`src/rtl/manchester_chain.sv`:
```
module manchester_chain #(
  parameter int W = 4
) (
  input  logic         clk,
  input  logic         rst_n,
  input  logic         phase,
  input  logic [W-1:0] a,
  input  logic [W-1:0] b,
  input  logic         cin,
  output logic [W-1:0] carry,
  output logic [W-1:0] sum,
  output logic         cout,
  output logic         viol
);

  logic [W-1:0] gen, prop, drop, node_q;
  logic [W-1:0] gen_q, prop_q, sum_q;
  logic         cin_q, phase_q, cout_q, viol_q;
  logic         bad;

  assign gen  = a & b;
  assign prop = a ^ b;

  always_comb begin
    logic c;
    c = cin;
    for (int i = 0; i < W; i++) begin
      drop[i] = gen[i] | (prop[i] & c);
      c = drop[i] | ~node_q[i];
    end
  end

  assign bad = phase ? (phase_q && (|(gen_q & ~gen) || |(prop_q & ~prop) || (cin_q & ~cin)))
                     : (|a || |b || cin);

  always_ff @(posedge clk) begin
    if (!rst_n) begin
      node_q  <= '1;
      gen_q   <= '0;
      prop_q  <= '0;
      cin_q   <= 1'b0;
      phase_q <= 1'b0;
      sum_q   <= '0;
      cout_q  <= 1'b0;
      viol_q  <= 1'b0;
    end else begin
      if (phase_q && !phase) begin
        sum_q  <= prop_q ^ {~node_q[W-2:0], cin_q};
        cout_q <= ~node_q[W-1];
      end
      node_q  <= phase ? (node_q & ~drop) : '1;
      gen_q   <= gen;
      prop_q  <= prop;
      cin_q   <= cin;
      phase_q <= phase;
      viol_q  <= viol_q | bad;
    end
  end

  assign carry = ~node_q;
  assign sum   = sum_q;
  assign cout  = cout_q;
  assign viol  = viol_q;

endmodule


```
`config.mk`:
```
export PLATFORM = sky130hd
export DESIGN_NAME = manchester_chain
export DESIGN_NICKNAME = d
export VERILOG_FILES = /design/src/rtl/manchester_chain.sv
export SDC_FILE = /design/constraint.sdc
export NUM_CORES = 1
export LEC_CHECK = 0
export BUFFER_PORTS_ARGS = -buffer_cell sky130_fd_sc_hd__clkbuf_2
export CORE_ASPECT_RATIO = 1.2
export CORE_MARGIN = 4
export CORE_UTILIZATION = 35
export CTS_CLUSTER_DIAMETER = 120
export CTS_CLUSTER_SIZE = 12
export DETAILED_ROUTE_END_ITERATION = 6
export SLEW_MARGIN = 20
export SYNTH_ARGS = -nofsm -noshare
export SYNTH_HDL_FRONTEND = slang
export SYNTH_SLANG_ARGS = --single-unit
```
`constraint.sdc`:
```
create_clock -name clk -period 1.8 [get_ports clk]
set_clock_uncertainty 0.1 [all_clocks]
set_input_delay 0.36 -clock clk [delete_from_list [all_inputs] [get_ports clk]]
set_output_delay 0.36 -clock clk [all_outputs]
set_load 0.05 [all_outputs]
```
### Yosys cells after proc, flatten, opt, wreduce, memory -nomap -nowiden

Cells that the tools add are included.

* mux-type cells: 1
* shifts and indexed selects: 0
* bitwise operators: 29
* magnitude comparators: 0
* add/sub/neg operators: 0
* div/mod/pow operators: 0
* reductions and logical operators: 12
* equality and inequality tests: 0
* $mul: 0

Operators with widths (count)
* 4-bit AND: 4
* 4-bit inverter: 4
* 4-bit OR reduction: 4
* 1-bit OR: 8
* 4-bit XOR: 2
* 1-bit AND: 5
* 1-bit inverter: 5
* 1-bit logical OR: 4
* 3-bit inverter: 1
* 1-bit logical AND: 2
* 2-bit AND reduction: 1
* 1-bit zero test: 1
* 1-bit two-way mux: 1

* bits in latches: 0
* memories: 0
* output and inout port bits: 10
* memory bits (read-only): 0
* memory bits (writable): 0
* flip-flop bits (word level): 20

### Depth between registers and ports, before layout

* depth in word-level cells: 14
* gate-level depth with buffers: 5
* gate-level depth less buffers: 5

### Worst setup path after synthesis

OpenSTA, ideal clock, no wires.

* kind: input -> register
* from: input port a[0]
* to: register viol_q (netlist: viol)
* library setup time: 0.120 ns
* stages on the path: 5
* path buffers: 0
* arrival: 1.417 ns
* setup slack: 0.163 ns
* cells stage by stage: ha_1 -> nor2b_4 -> a2111oi_2 -> a31oi_1 -> o31a_1

* word-level cells in the longest chain between the ends: 9
* elaborated cells between the ends (all ways): 16
* those cells by class: mux (1); bitwise (7); reduce/logical (8)

Ends and longest elaborated chain
* start: declaration: RTL line 7 `input logic [W-1:0] a,`
* 4-bit AND or 4-bit XOR (tied branches): RTL line 21, 22
* 4-bit inverter: RTL line 33 `assign bad = phase ? (phase_q && (|(gen_q & ~gen) || |(prop_q & ~prop) || (cin_q & ~cin)))`
* 4-bit AND: RTL line 33
* 4-bit OR reduction: RTL line 33
* 1-bit logical OR (2 in a row): RTL line 33
* 1-bit logical AND: RTL line 33
* 1-bit two-way mux *: RTL line 33
* 1-bit OR *: RTL line 56 `viol_q <= viol_q | bad;`
* end signal: assignment: RTL line 56
* end: declaration: RTL line 18 `logic cin_q, phase_q, cout_q, viol_q;`

Mark *: on every way between the ends. The rest lies on a longest branch, timed or not.
A chain may end at the register's enable or synchronous reset.

### Worst setup path in the final report

* from: input port a[0]
* to: register viol_q (netlist: viol)

* word-level cells in the longest chain between the ends: 9
* elaborated cells between the ends (all ways): 16
* those cells by class: mux (1); bitwise (7); reduce/logical (8)

Ends and longest elaborated chain
* 4-bit XOR: RTL line 22 `assign prop = a ^ b;`
* via prop[0]: RTL line 16 `logic [W-1:0] gen, prop, drop, node_q;`
* 4-bit inverter: RTL line 33
* 4-bit AND: RTL line 33
* 4-bit OR reduction: RTL line 33
* 1-bit logical OR (2 in a row): RTL line 33
* 1-bit logical AND: RTL line 33
* 1-bit two-way mux: RTL line 33
* 1-bit OR: RTL line 56

The timed path passes the listed nets, and every way through them passes these cells.

==> impl_metrics.ini <==
[setup_path]
crit_chain = clkbuf_2, ha_1, nor2b_4, a2111oi_2, a31oi_1, o31a_1
crit_slowest_cell = ha_1
r2r_start = prop_q[0]
cp_max_fo = 3
cpPeakStageDelay_ns = 0.35
r2r-end = viol
cp.required_ns = 1.90
cp-start-kind = primary input
r2r_cells = 4
cp.arrival_ns = 1.57
cp-end-kind = flop
path_class = primary input to flop
reg2reg_slack_ns = 0.44

[yosys]
syn_area_per_cell_um2 = 9.722
synth.largest_area_cell = dfxtp_1
synth_cell_types = 28
postSynthCellCount = 87
yosysTopAreaCellShare = 0.4734
ys_seq_elements = 20
synth_area_um2 = 845.8
seq_area_frac_synth = 0.4734
synthesis.nets = 103
ys_top_cells_by_area = dfxtp_1 47%, and2_1 5.9%, ha_1 5.9%
yosys_warnings = 0

[clocking]
cts_resized = 0
postCtsSetupBuffers = 0
cts_tree = yes
htreeDepth = 1
cts_root_buf = clkbuf_4
hold_buffers = 0
clock_latency_ns = 0.30
clockBufferDepth = 2
cts_buffers = 3
clock-sinks = 20
path_clk_slew_ns = 0.11

[detailed_routing]
postRouteAntennaNets = 0
vias = 643
route.detailed.drc = 0
drtIter0Drc = 12
vias_per_cell = 4.528
routed_wl_mm = 1.627
drt-pass1-iter-count = 4
wl_per_cell_um = 11.46

[timing]
period_needed_ns = 1.469
setup_viol = 0
grt_setup_unrepaired = false
hold_viol_final = 0
relSlewSlack = 0.7980
timing.fmax_ghz = 0.6808
setup_ws_ns = 0.3311
slew_violations = 0
min_period_over_period = 0.8160
setup_tns_ns = 0
tightest_slew_ns = 0.3030
hold_ws_ns = 0.2265

[finish]
final_cells = 142
nets = 128
antenna_cells = 0
final_cell_mix = 21 x clkbuf_2, 20 x dfxtp_1, 11 x inv_1
drive_above_1_share = 0.2703
layout_commonest_cell = clkbuf_2
syn_to_final_growth_pct = 21.15

[floorplan]
core_um2 = 2306
die_x_um = 52.88
initial_core_util = 0.3668
die-area_um2 = 3270
rows = 19
io_pins = 22
die_y_um = 61.85

[global_routing]
grt_pass1_vias = 590
grt_use_total = 0.1141
grt_overflow_total = 0
antenna_found_initial = 0
grt_max_degree = 17
grt_pass1_wl_mm = 2.622

[min_path]
holdPathEnd = cin_q
hold-path-cell-count = 2
min_from = cin
hold_path.class = primary input to flop

[place]
io_buffers = 21
detailed_place_hpwl_mm = 1.350
numPlacedInstances = 138
post-place-ws_ns = 0.003090
finalWeightedCongestion = 0.7525

[power]
pwr_density_cell_nw_per_um2 = 889.3
p_leak_nw = 0.5164
peakVddDrop_v = 0.0005197

[run_status]
outcome = finished clean

[flow_run]
maxCapViolCount = 0
## worst max-delay path by stage
stage | startpoint | depth (start not counted) | slack (ns) | endpoint
2_1_floorplan | a[0] | 5 | 0.16 | viol
3_5_place_dp | a[0] | 6 | 0.003 | viol
3_3_place_gp | a[0] | 6 | 0.02 | viol
4_1_cts | node_q[2] | 2 | 0.34 | carry[2]
5_1_grt | a[0] | 6 | 0.28 | viol
6_report | a[0] | 6 | 0.33 | viol
## worst max-delay path: cells and delay by family
family / cells / cell delay, ns
compound gates: 3 / 0.72
fa+ha+maj: 1 / 0.35
buf+inv: 1 / 0.09
simple gates: 1 / 0.05
## report_power, final
part	internal [W]	switching, W
Sequential	0.000468	0.0000150
Clock	0.000123	0.000133
Combinational	0.0000686	0.000104
## cell type report
type | count | area [um2]
Inverter | 11 | 41.29
Sequential cell | 20 | 400.4
Timing Repair Buffer | 22 | 112.6
Clock buffer | 4 | 36.28
Tap cell | 31 | 38.79
Fill cell | 238 | 1281
Multi-Input combinational cell | 54 | 395.4
## per-layer routing
metal  share of wire  global-route usage
met5               0                   0
met4          0.0074             0.06569
met3           0.047             0.02625
met2            0.46              0.1826
met1            0.48              0.1408
## logic make-up (layout without fill, tap and decap cells)
kind of cell	Yosys count	count (layout)	share of synthesized area
simple gates	29	29	0.1953
compound gates	14	14	0.1361
xor+xnor	4	4	0.04142
fa+ha+maj	4	4	0.05917
mux	3	3	0.03550
buf+inv	13	37	0.05916
flops	20	20	0.4734
## synthesized netlist by cell type, drive strengths merged
cell / n
xnor2: 4
a222oi: 1
nor3: 1
clkbuf: 1
a2111oi: 1
nand2b: 1
ha: 4
o21ai: 2
inv: 11
nand2: 8
and2: 9
a22oi: 1
a211o: 1
a31o: 1
nor2b: 7
a21o: 1
nor4: 1
a31oi: 3
mux2i: 3
nand3: 1
o31a: 1
nor2: 1
buf: 1
o211a: 2
dfxtp: 20
## registers in the layout (all words and copies together) (netlist names)
register  flops
cout          1
gen_q         4
phase_q       1
prop_q        4
sum           4
cin_q         1
node_q        4
viol          1
## through the flow
stage | utilization | power (W) | instance area [um2]
finish | 0.4444 | 0.0009113 | 1025
detailed placement | 0.4286 | 0.0006680 | 988.4
CTS | 0.4444 | 0.0009247 | 1025
floorplan | - | 0.0006174 | 845.8
global placement | 0.4286 | 0.0006655 | 988.4
global route | 0.4444 | 0.0009582 | 1025
No activity file was read; power rests on OpenSTA's default activity.
